<file path="src/rtl/dit_pkg.sv">
package dit_pkg;
  localparam int ADDR_W  = 8;
  localparam int DATA_W  = 8;
  localparam int NUM_TMR = 2;

  typedef logic [ADDR_W-1:0] addr_t;
  typedef logic [DATA_W-1:0] data_t;

  // register addresses (decoded by software drivers, so positions are fixed)
  localparam addr_t ADR_A_HI = 8'h24;
  localparam addr_t ADR_A_LO = 8'h25;
  localparam addr_t ADR_B    = 8'h26;
  localparam addr_t ADR_CTRL = 8'h27;

  // control register bit positions
  localparam int CB_START_A  = 0;
  localparam int CB_START_B  = 1;
  localparam int CB_EN_A     = 2;
  localparam int CB_EN_B     = 3;
  localparam int CB_CLR_A    = 4;
  localparam int CB_CLR_B    = 5;
  localparam int CB_SLOT3    = 6;
  localparam int CB_COMPOSITE = 7;
endpackage

</file>
<file path="src/rtl/tick_divider.sv">
module tick_divider #(
  parameter int DIV = 2
) (
  input  logic clk,
  input  logic rst,
  input  logic tick,
  output logic step
);
  localparam int CW = (DIV > 1) ? $clog2(DIV) : 1;

  logic [CW-1:0] phase;
  logic          wrap;

  assign wrap = (phase == CW'(DIV - 1));
  assign step = tick && wrap;

  always_ff @(posedge clk) begin
    if (rst) begin
      phase <= '0;
    end else if (tick) begin
      phase <= wrap ? '0 : phase + CW'(1);
    end
  end
endmodule

</file>
<file path="src/rtl/down_counter.sv">
module down_counter #(
  parameter int W = 10
) (
  input  logic         clk,
  input  logic         rst,
  input  logic         step,
  input  logic         ctl_wr,
  input  logic         ctl_start,
  input  logic [W-1:0] reload,
  output logic [W-1:0] cnt,
  output logic         expire
);
  logic at_zero;
  logic force_zero;

  assign at_zero    = (cnt == '0);
  assign force_zero = ctl_wr && !ctl_start;
  assign expire     = step && (cnt == W'(1)) && !force_zero;

  always_ff @(posedge clk) begin
    if (rst) begin
      cnt <= '0;
    end else if (force_zero) begin
      cnt <= '0;
    end else if (ctl_wr && at_zero) begin
      cnt <= reload;
    end else if (step && !at_zero) begin
      cnt <= (cnt == W'(1)) ? reload : cnt - W'(1);
    end
  end
endmodule

</file>
<file path="src/rtl/timer_regs.sv">
module timer_regs
  import dit_pkg::*;
#(
  parameter int TA_W = 10,
  parameter int TB_W = 8
) (
  input  logic            clk,
  input  logic            rst,
  input  logic            wr_en,
  input  addr_t           wr_addr,
  input  data_t           wr_data,
  output logic [TA_W-1:0] load_a,
  output logic [TB_W-1:0] load_b,
  output logic            en_a,
  output logic            en_b,
  output logic            composite_q,
  output logic            slot3_q,
  output logic            ctrl_wr
);
  localparam int LO_W = TA_W - DATA_W;

  logic [DATA_W-1:0] a_hi_q;
  logic [LO_W-1:0]   a_lo_q;
  logic [TB_W-1:0]   b_q;

  assign load_a  = {a_hi_q, a_lo_q};
  assign load_b  = b_q;
  assign ctrl_wr = wr_en && (wr_addr == ADR_CTRL);

  always_ff @(posedge clk) begin
    if (rst) begin
      a_hi_q      <= '0;
      a_lo_q      <= '0;
      b_q         <= '0;
      en_a        <= 1'b0;
      en_b        <= 1'b0;
      composite_q <= 1'b0;
      slot3_q     <= 1'b0;
    end else if (wr_en) begin
      unique case (wr_addr)
        ADR_A_HI: a_hi_q <= wr_data;
        ADR_A_LO: a_lo_q <= wr_data[LO_W-1:0];
        ADR_B:    b_q    <= wr_data[TB_W-1:0];
        ADR_CTRL: begin
          en_a        <= wr_data[CB_EN_A];
          en_b        <= wr_data[CB_EN_B];
          composite_q <= wr_data[CB_COMPOSITE];
          slot3_q     <= wr_data[CB_SLOT3];
        end
        default: ;
      endcase
    end
  end
endmodule

</file>
<file path="src/rtl/dual_interval_timer.sv">
module dual_interval_timer
  import dit_pkg::*;
#(
  parameter int TA_W   = 10,
  parameter int TB_W   = 8,
  parameter int TA_DIV = 2,
  parameter int TB_DIV = 16
) (
  input  logic              clk,
  input  logic              rst,
  input  logic              base_tick,
  input  logic              wr_en,
  input  logic [ADDR_W-1:0] wr_addr,
  input  logic [DATA_W-1:0] wr_data,
  input  logic              busy_in,
  output logic [DATA_W-1:0] status,
  output logic              irq,
  output logic              composite_mode,
  output logic              slot3_mode
);
  localparam int PAD_W = DATA_W - NUM_TMR - 1;

  logic [TA_W-1:0]    load_a, cnt_a;
  logic [TB_W-1:0]    load_b, cnt_b;
  logic               en_a, en_b, ctrl_wr;
  logic               step_a, step_b, exp_a, exp_b;
  logic               busy_q;
  logic [NUM_TMR-1:0] flag, exp_v, en_v, clr_v;

  timer_regs #(.TA_W(TA_W), .TB_W(TB_W)) u_regs (
    .clk(clk), .rst(rst), .wr_en(wr_en), .wr_addr(wr_addr), .wr_data(wr_data),
    .load_a(load_a), .load_b(load_b), .en_a(en_a), .en_b(en_b),
    .composite_q(composite_mode), .slot3_q(slot3_mode), .ctrl_wr(ctrl_wr)
  );

  tick_divider #(.DIV(TA_DIV)) u_div_a (
    .clk(clk), .rst(rst), .tick(base_tick), .step(step_a)
  );

  tick_divider #(.DIV(TB_DIV)) u_div_b (
    .clk(clk), .rst(rst), .tick(base_tick), .step(step_b)
  );

  down_counter #(.W(TA_W)) u_cnt_a (
    .clk(clk), .rst(rst), .step(step_a), .ctl_wr(ctrl_wr),
    .ctl_start(wr_data[CB_START_A]), .reload(load_a), .cnt(cnt_a), .expire(exp_a)
  );

  down_counter #(.W(TB_W)) u_cnt_b (
    .clk(clk), .rst(rst), .step(step_b), .ctl_wr(ctrl_wr),
    .ctl_start(wr_data[CB_START_B]), .reload(load_b), .cnt(cnt_b), .expire(exp_b)
  );

  assign exp_v = {exp_b, exp_a};
  assign en_v  = {en_b, en_a};
  assign clr_v = {ctrl_wr && wr_data[CB_CLR_B], ctrl_wr && wr_data[CB_CLR_A]};

  for (genvar i = 0; i < NUM_TMR; i++) begin : g_flag
    always_ff @(posedge clk) begin
      if (rst) begin
        flag[i] <= 1'b0;
      end else if (exp_v[i] && en_v[i]) begin
        flag[i] <= 1'b1;
      end else if (clr_v[i]) begin
        flag[i] <= 1'b0;
      end
    end
  end

  always_ff @(posedge clk) begin
    if (rst) begin
      busy_q <= 1'b0;
    end else begin
      busy_q <= busy_in;
    end
  end

  assign status = {busy_q, {PAD_W{1'b0}}, flag};
  assign irq    = |flag;
endmodule

</file>
<file path="config.mk">
export PLATFORM = sky130hd
export DESIGN_NAME = dual_interval_timer
export DESIGN_NICKNAME = d
export VERILOG_FILES = /design/src/rtl/dit_pkg.sv /design/src/rtl/tick_divider.sv /design/src/rtl/down_counter.sv /design/src/rtl/timer_regs.sv /design/src/rtl/dual_interval_timer.sv
export SDC_FILE = /design/constraint.sdc
export NUM_CORES = 1
export LEC_CHECK = 0
export BUFFER_PORTS_ARGS = -buffer_cell sky130_fd_sc_hd__buf_2
export CORE_ASPECT_RATIO = 0.7
export CORE_MARGIN = 3
export CORE_UTILIZATION = 55
export DETAILED_ROUTE_END_ITERATION = 6
export PLACE_DENSITY = 0.76
export SLEW_MARGIN = 20
export SYNTH_ARGS = -nofsm -noshare
export SYNTH_HDL_FRONTEND = slang
export SYNTH_SLANG_ARGS = --single-unit
</file>
<file path="constraint.sdc">
create_clock -name clk -period 4.35 [get_ports clk]
set_clock_uncertainty 0.1 [all_clocks]
set_input_delay 0.6525 -clock clk [delete_from_list [all_inputs] [get_ports clk]]
set_output_delay 0.6525 -clock clk [all_outputs]
set_load 0.03 [all_outputs]
</file>
==> reports/results.txt, run 1 <==
Initial antenna violation count: 0
Crit path time final: 2430 ps
Row count: 20
Clock power frac: 37.5%
Reg2reg end: u_cnt_a.cnt[5]
Hold EP: u_regs.slot3_q
Cts hold-fix bufs: 0
Hold Vio Cnt, Final: 0
Reg-to-reg slack, setup: 1930 ps
Pwr Total: 0.890 mW
Status: complete, no violations
Routed vias: 2,227
Core Area: 4450 sq um
Sw frac: 26.0%
Slew Viols, Final: 0
I/O Pins: 32
Largest net degree at the start of global routing: 34
Yosys reg bits: 48
Post-CTS setup buffers: 0
Final #Nets: 345
Hold Startpoint: u_regs.slot3_q
Syn avg cell area: 8.74 sq um
Total CTS buffers: 5
WL final: 5.94 mm
Final Cycle Share: 55.9%
Post-DR vias/cell: 5.94
Gpl congestion: 0.907
Avg WL per Cell: 15.8 um
Synth area leader: dfxtp_1
CTS tree: yes
GRT Total Usage: 22.8%
Hold crit path type: reg -> reg
Global-route wire length before repair: 9.95 mm
Slowest CP cell: or3_1
EDFF count, synth: 0
Sequential fraction of the synthesis area: 36.8%
DRT antenna net count: 0
Diodes inserted: 0
Finished Layout Cells: 375
Crit-path max FO: 10
Initial DRC Count: 193
Clock Sink Count: 48
Net Sw Power: 0.231 mW
Die Y: 63.7 um
Fillers: 401
Critical path startpoint category: input port
Drt drc: 0
Sequential Power Share: 51.0%
Unrepaired setup endpoints after global routing: false
Critical Path AT: 2530 ps
Worst-skew pair later-pin latency: 310 ps
Cell variety after synth: 62
Synth Flop Type: dfxtp_1
Share of cells above drive strength 1: 17.2%
Pleak: 1.18 nW
Slew Limit Headroom: 44.5%
Root Buffer: clkbuf_8
Yosys warns: 0
P&R area growth vs syn: 8.72%
CP Capture Type: flop
Setup violators final: 0
Die Wd: 88.4 um
PortBufs: 26
Vias in the first global route: 2,043
PostCTS Resize Cnt: 0
DP Wirelength: 4.41 mm
Pwr Density: 313 nW/um^2
WS Path Type: in -> reg
Mapped Cells: 299
DIE AREA: 5630 sq um
WP buf/inv: 1
VDD IR max: 0.000253 V
Starting Density: 58.7%
R2r startpoint: u_cnt_a.cnt[1]
Pre-antenna DRT Iters: 5
Overflow after GRT: 0
Number of cells on the worst hold path: 2
Mapped Area: 2610 sq um
Clk buf depth: 2
Synth top area cells: dfxtp_1, mux2i_1, nand2_1
Critical Path RT: 4450 ps
CP startpoint: wr_addr[6]
CP delay by family, top: simple AND/OR/NAND/NOR gates
Clock Pin Slew Worst Setup and Hold Paths: 90 ps
Dpl cells: 367
Ys async rst share: 0%
Combinational Power Share: 11.5%
Max Freq: 411 MHz
Measured slew at the worst slew-check pin: 826 ps
H-tree level count: 2
Critical path cell sequence: buf_2, nand4bb_1, or3_1, o21bai_4, nand2b_2, o22ai_1
Total negative slack: 0 ps
Maxcap violations: 0
R2r worst-path depth: 7
CP max stage delay: 700 ps
P_int: 0.659 mW
Final Util: 63.8%
Post-synth top area share: 36.8%
flip-flops by register name (all words and copies together) (netlist names):
signal              cells
u_div_a.phase           1
u_regs.en_b             1
busy_q                  1
u_regs.load_b           8
u_regs.composite_q      1
u_cnt_b.cnt             8
u_div_b.phase           4
u_regs.en_a             1
status                  2
u_regs.slot3_q          1
u_cnt_a.cnt            10
u_regs.a_hi_q           8
u_regs.a_lo_q           2
power by group through the flow:
stage	Sequential, mW	Clock, mW	Combinational [mW]
global route	0.455	0.359	0.112
detailed placement	0.464	0	0.100
finish	0.454	0.334	0.102
floorplan	0.462	0	0.0805
CTS	0.454	0.337	0.101
global placement	0.464	0	0.0990
cell usage after synthesis, types with 2 or more instances:
library cell / n
dfxtp_1: 48
nand2_1: 43
nor2_1: 25
mux2i_1: 21
a21oi_1: 19
inv_1: 10
nor3_1: 10
o21ai_0: 8
buf_4: 7
nand3_1: 7
clkbuf_1: 6
o21ai_1: 6
o22ai_1: 6
ha_1: 5
nand4_1: 5
and2_1: 4
a31oi_1: 3
nor4_1: 3
nor4_2: 3
o211ai_1: 3
xnor2_1: 3
a211o_1: 2
a31o_1: 2
buf_2: 2
mux2i_4: 2
nand3b_1: 2
nor2b_1: 2
nor3b_1: 2
o31a_1: 2
o31ai_1: 2
o41ai_1: 2
or3b_2: 2
or4_1: 2
xor2_1: 2
worst min-delay path: stages, from the launching register on:
cell and delay (ps):
dfxtp_1 320, nand2_1 50, a21oi_1 50
through the flow:
stage,hold slack (ps),setup WS (ps),cell area [sq um]
finish,361,1920,2840
detailed placement,347,1590,2730
global placement,343,1650,2730
CTS,359,1920,2840
floorplan,331,2020,2630
global route,374,1740,2840
per-layer routing:
| metal | GRT usage, % | part of all wire (%) | up-vias | routed length (um) |
|---|---|---|---|---|
| li1 | - | - | 1106 | - |
| met1 | 35.2 | 52 | 1027 | 3080 |
| met2 | 30.8 | 40 | 83 | 2370 |
| met3 | 4.31 | 6.6 | 11 | 390 |
| met4 | 8.30 | 1.8 | 0 | 104 |
| met5 | 0 | 0 | - | 0 |
cell usage in the layout (no fill, tap or decap), types with 3 or more instances in the layout:
master	instances
nand3_1	7
o22ai_1	6
o21ai_0	8
and2_1	4
nor4_2	3
ha_1	5
nand2_1	43
nand4_1	5
inv_1	10
xnor2_1	3
nor3_1	10
dfxtp_1	48
o21ai_1	6
nor2_1	25
mux2i_1	21
a31oi_1	3
o211ai_1	3
nor4_1	3
a21oi_1	19
buf_2	26
clkbuf_8	5
conb_1	5
how the worst max path moves through the flow:
stage	endpoint	slack [ps]	cells after the start
after detailed placement	u_cnt_b.cnt[3]	1590	6
after global routing	u_cnt_b.cnt[3]	1740	7
final	u_cnt_b.cnt[3]	1920	6
after CTS	u_cnt_b.cnt[3]	1920	6
after global placement	u_cnt_b.cnt[3]	1650	6
after floorplan	u_cnt_b.cnt[3]	2020	7
area by class of cell:
| cell class | instances | area [sq um] | area share (%) |
|---|---|---|---|
| tap | 55 | 68.8 | 2.42 |
| inverter | 10 | 37.5 | 1.32 |
| clock inverter | 3 | 46.3 | 1.63 |
| sequential | 48 | 961 | 33.8 |
| clock buffer | 5 | 68.8 | 2.42 |
| multi-input combinational | 228 | 1530 | 53.8 |
| timing repair buffer | 26 | 130 | 4.58 |
kinds of logic after synthesis:
| family | count (synthesis) | share of synthesized area, % |
|---|---|---|
| other | 1 | 0.144 |
| AND/OR/NAND/NOR | 126 | 26.9 |
| buffers and inverters | 27 | 5.32 |
| AO/OA/AOI/OAI | 64 | 17.1 |
| XOR/XNOR | 5 | 1.68 |
| adder cells (fa/ha/maj) | 5 | 2.39 |
| multiplexers | 23 | 9.77 |
| flip-flops | 48 | 36.8 |
No activity file was read; power rests on OpenSTA's default activity.
==> run 2, diff against run 1 <==
ABC_AREA = 1   (was not set)
clock period = 2.5 ns   (was 4.35 ns; I/O delays follow)
==> run 2 against run 1 <==
  * Hold slack lost 190 ps
  * Synthesized area grew 0.48%
  * Register-to-register slack lost 1300 ps
  * Sequential share of layout area shrank 0.35 points
  * Cell area grew 1.1%
  * Non-clock buffer count is the same
==> reports/results.txt, run 2 <==
Vias in the first global route: 2,134 (was 2,043)
Synth area leader: dfxtp_1 (unchanged)
Dpl cells: 462 (was 367)
P&R area growth vs syn: 9.34% (was 8.72%)
Post-Place Worst Slack: 648 ps (was 1590 ps)
Ys async rst share: 0% (unchanged)
Met1 WL: 3.11 mm (was 3.08 mm)
EDFF count, synth: 0 (unchanged)
Most common cell after layout, fill and taps aside: nand2_1 (was dfxtp_1)
Share of cells above drive strength 1: 13.5% (was 17.2%)
Maxcap violations: 0 (unchanged)
Sw frac: 40.4% (was 26.0%)
Cts hold-fix bufs: 0 (unchanged)
Yosys reg bits: 48 (unchanged)
PortBufs: 26 (unchanged)
Post-DR vias/cell: 5.25 (was 5.94)
Clock power frac: 19.9% (was 37.5%)
Post-synth top area share: 36.6% (was 36.8%)
Finished Layout Cells: 470 (was 375)
Hold EP: busy_q (was u_regs.slot3_q)
Crit-path max FO: 7 (was 10)
Worst-skew pair later-pin latency: 300 ps (was 310 ps)
Setup violators final: 0 (unchanged)
Total CTS buffers: 5 (unchanged)
DIE AREA: 5650 sq um (was 5630 sq um)
Max Used Layer: met4 (unchanged)
Most frequent cells in the layout: nand2_1, inv_1, dfxtp_1, nor2_1, a21oi_1 (was dfxtp_1, nand2_1, buf_2, nor2_1, mux2i_1)
Overflow after GRT: 0 (unchanged)
CTS tree: yes (unchanged)
Routed vias: 2,469 (was 2,227)
DP Wirelength: 4.42 mm (was 4.41 mm)
Syn avg cell area: 6.75 sq um (was 8.74 sq um)
Max Freq: 534 MHz
Largest reg by FF count: u_cnt_a.cnt (unchanged)
H-tree level count: 2 (unchanged)
Initial DRC Count: 187 (was 193)
Hold Vio Cnt, Final: 0 (unchanged)
Avg WL per Cell: 12.2 um (was 15.8 um)
CP startpoint: u_cnt_a.cnt[0] (was wr_addr[6])
Drt drc: 0 (unchanged)
Final #Nets: 440 (was 345)
Critical path startpoint category: flop (was input port)
Total negative slack: 0 ps (unchanged)
Net Sw Power: 1.12 mW (was 0.231 mW)
Hold Startpoint: busy_in (was u_regs.slot3_q)
R2r worst-path depth: 11 (was 7)
Pleak: 1.30 nW (was 1.18 nW)
Clk buf depth: 2 (unchanged)
I/O Pins: 32 (unchanged)
Root Buffer: clkbuf_8 (unchanged)
Pre-antenna DRT Iters: 5 (unchanged)
Reg2reg end: u_cnt_a.cnt[6] (was u_cnt_a.cnt[5])
Final worst slack: 626 ps (was 1920 ps)
R2r startpoint: u_cnt_a.cnt[0] (was u_cnt_a.cnt[1])
Largest register FFs: 10 (unchanged)
Synth Flop Type: dfxtp_1 (unchanged)
Mapped Area: 2630 sq um (was 2610 sq um)
Sequential Power Share: 33.2% (was 51.0%)
Critical Path RT: 2650 ps (was 4450 ps)
Reg-to-reg slack, setup: 630 ps (was 1930 ps)
CP Capture Type: flop (unchanged)
Status: complete, no violations (unchanged)
DRT antenna net count: 0 (unchanged)
Number of cells on the worst hold path: 3 (was 2)
WS Path Type: reg -> reg (was in -> reg)
Starting Density: 58.6% (was 58.7%)
Hold crit path type: in -> reg (was reg -> reg)
Synth top area cells: dfxtp_1, nand2_1, inv_1 (was dfxtp_1, mux2i_1, nand2_1)
Mapped Cells: 389 (was 299)
Critical Path AT: 2030 ps (was 2530 ps)
Die Wd: 88.6 um (was 88.4 um)
GRT Total Usage: 21.8% (was 22.8%)
Largest net degree at the start of global routing: 25 (was 34)
Diodes inserted: 0 (unchanged)
Pwr Density: 963 nW/um^2 (was 313 nW/um^2)
Met3 wire len: 370 um (was 390 um)
Die Y: 63.8 um (was 63.7 um)
VDD IR max: 0.000542 V (was 0.000253 V)
Final Cycle Share: 75.0%
Global-route wire length before repair: 9.77 mm (was 9.95 mm)
Gpl congestion: 0.897 (was 0.907)
Slew Limit Headroom: 61.5% (was 44.5%)
PostCTS Resize Cnt: 0 (unchanged)
WL final: 5.72 mm (was 5.94 mm)
Cell variety after synth: 31 (was 62)
Sequential fraction of the synthesis area: 36.6% (was 36.8%)
Clock Sink Count: 48 (unchanged)
Slew Viols, Final: 0 (unchanged)
Most common cell in the netlist: nand2_1 (was dfxtp_1)
P_int: 1.65 mW (was 0.659 mW)
Row count: 20 (unchanged)
Initial antenna violation count: 0 (unchanged)
Yosys warns: 0 (unchanged)
Pwr Total: 2.77 mW (was 0.890 mW)
Combinational Power Share: 46.9% (was 11.5%)
Most frequent cells after synthesis: nand2_1, inv_1, dfxtp_1, nor2_1, a21oi_1 (was dfxtp_1, nand2_1, nor2_1, mux2i_1, a21oi_1)
Crit path time final: 1870 ps
Core Area: 4480 sq um (was 4450 sq um)
Measured slew at the worst slew-check pin: 576 ps (was 826 ps)
Unrepaired setup endpoints after global routing: false (unchanged)
Metal2 WL: 2.20 mm (was 2.37 mm)
Post-CTS setup buffers: 0 (unchanged)
Clock Pin Slew Worst Setup and Hold Paths: 90 ps (about the same)
Final Util: 64.1% (was 63.8%)
==> run 2: cell types whose count changed in the layout (fill, tap and decap cells not counted), moves of 4 or more <==
cell	change
and2_1	-4
nand3_1	+20
o22ai_1	-6
inv_1	+52
o21ai_0	+28
nand2_1	+35
a21oi_1	+18
nand2_2	+5
mux2i_1	-21
nor2_1	+14
nor2_2	+5
nand2_4	+4
o21ai_1	-5
nor3_1	-8
==> run 2: layer usage <==
| layer | vias up | GRT usage, % |
|---|---|---|
| met5 | - | 0 |
| met2 | 75 | 29.6 |
| met4 | 0 | 4.91 |
| met3 | 5 | 4.51 |
| li1 | 1276 | - |
| met1 | 1113 | 34.6 |
==> run 2: critical path, stage by stage (launching register included) <==
cell and delay [ps]:
dfxtp_1 340, inv_1 100, ha_1 270, nand2_4 110
nor2_4 50, nand2_2 70, nor2_2 40, nor2_1 390
o21ai_0 160, nand3_1 100, nand2_1 50, inv_1 40
==> run 2: power groups by stage <==
stage,Combinational [mW],Sequential (mW),Clock (mW)
after floorplan,1.11,0.913,0
after global placement,1.29,0.932,0
after detailed placement,1.27,0.933,0
after CTS,1.29,0.915,0.565
after global routing,1.49,0.930,0.589
final,1.30,0.917,0.551
==> run 2: per-stage QoR <==
step                area (sq um)  hold slack, ps
floorplan                   2640             324
finish                      2870             175
CTS                         2870             171
detailed placement          2760             344
global placement            2760             339
global route                2870             207
==> run 2: how the worst max path moves through the flow <==
stage / endpoint / slack [ps] / cells after the start
after floorplan: u_cnt_a.cnt[2] / 890 / 11
after global placement: u_cnt_a.cnt[0] / 640 / 10
after detailed placement: u_cnt_a.cnt[0] / 650 / 10
after CTS: u_cnt_a.cnt[6] / 650 / 11
after global routing: u_cnt_a.cnt[6] / 420 / 11
final: u_cnt_a.cnt[6] / 630 / 11
==> run 2: layout make-up <==
class | instances | area [sq um]
multi-input cells | 269 | 1360
well taps | 55 | 68.8
flip-flops and latches | 48 | 961
repair buffers | 26 | 130
clock inverters | 2 | 35.0
inverters | 64 | 240
fillers | 432 | 1610
clock buffers | 6 | 72.6
==> run 2: logic make-up (layout without fill, tap and decap cells) <==
group	count (synthesis)	in the layout	synth area share, %
AO/OA/AOI/OAI	76	76	14.7
buffers and inverters	76	98	12.1
XOR/XNOR	7	7	2.34
other	1	5	0.143
AND/OR/NAND/NOR	176	176	31.8
adder cells (fa/ha/maj)	5	5	2.38
flip-flops	48	48	36.6
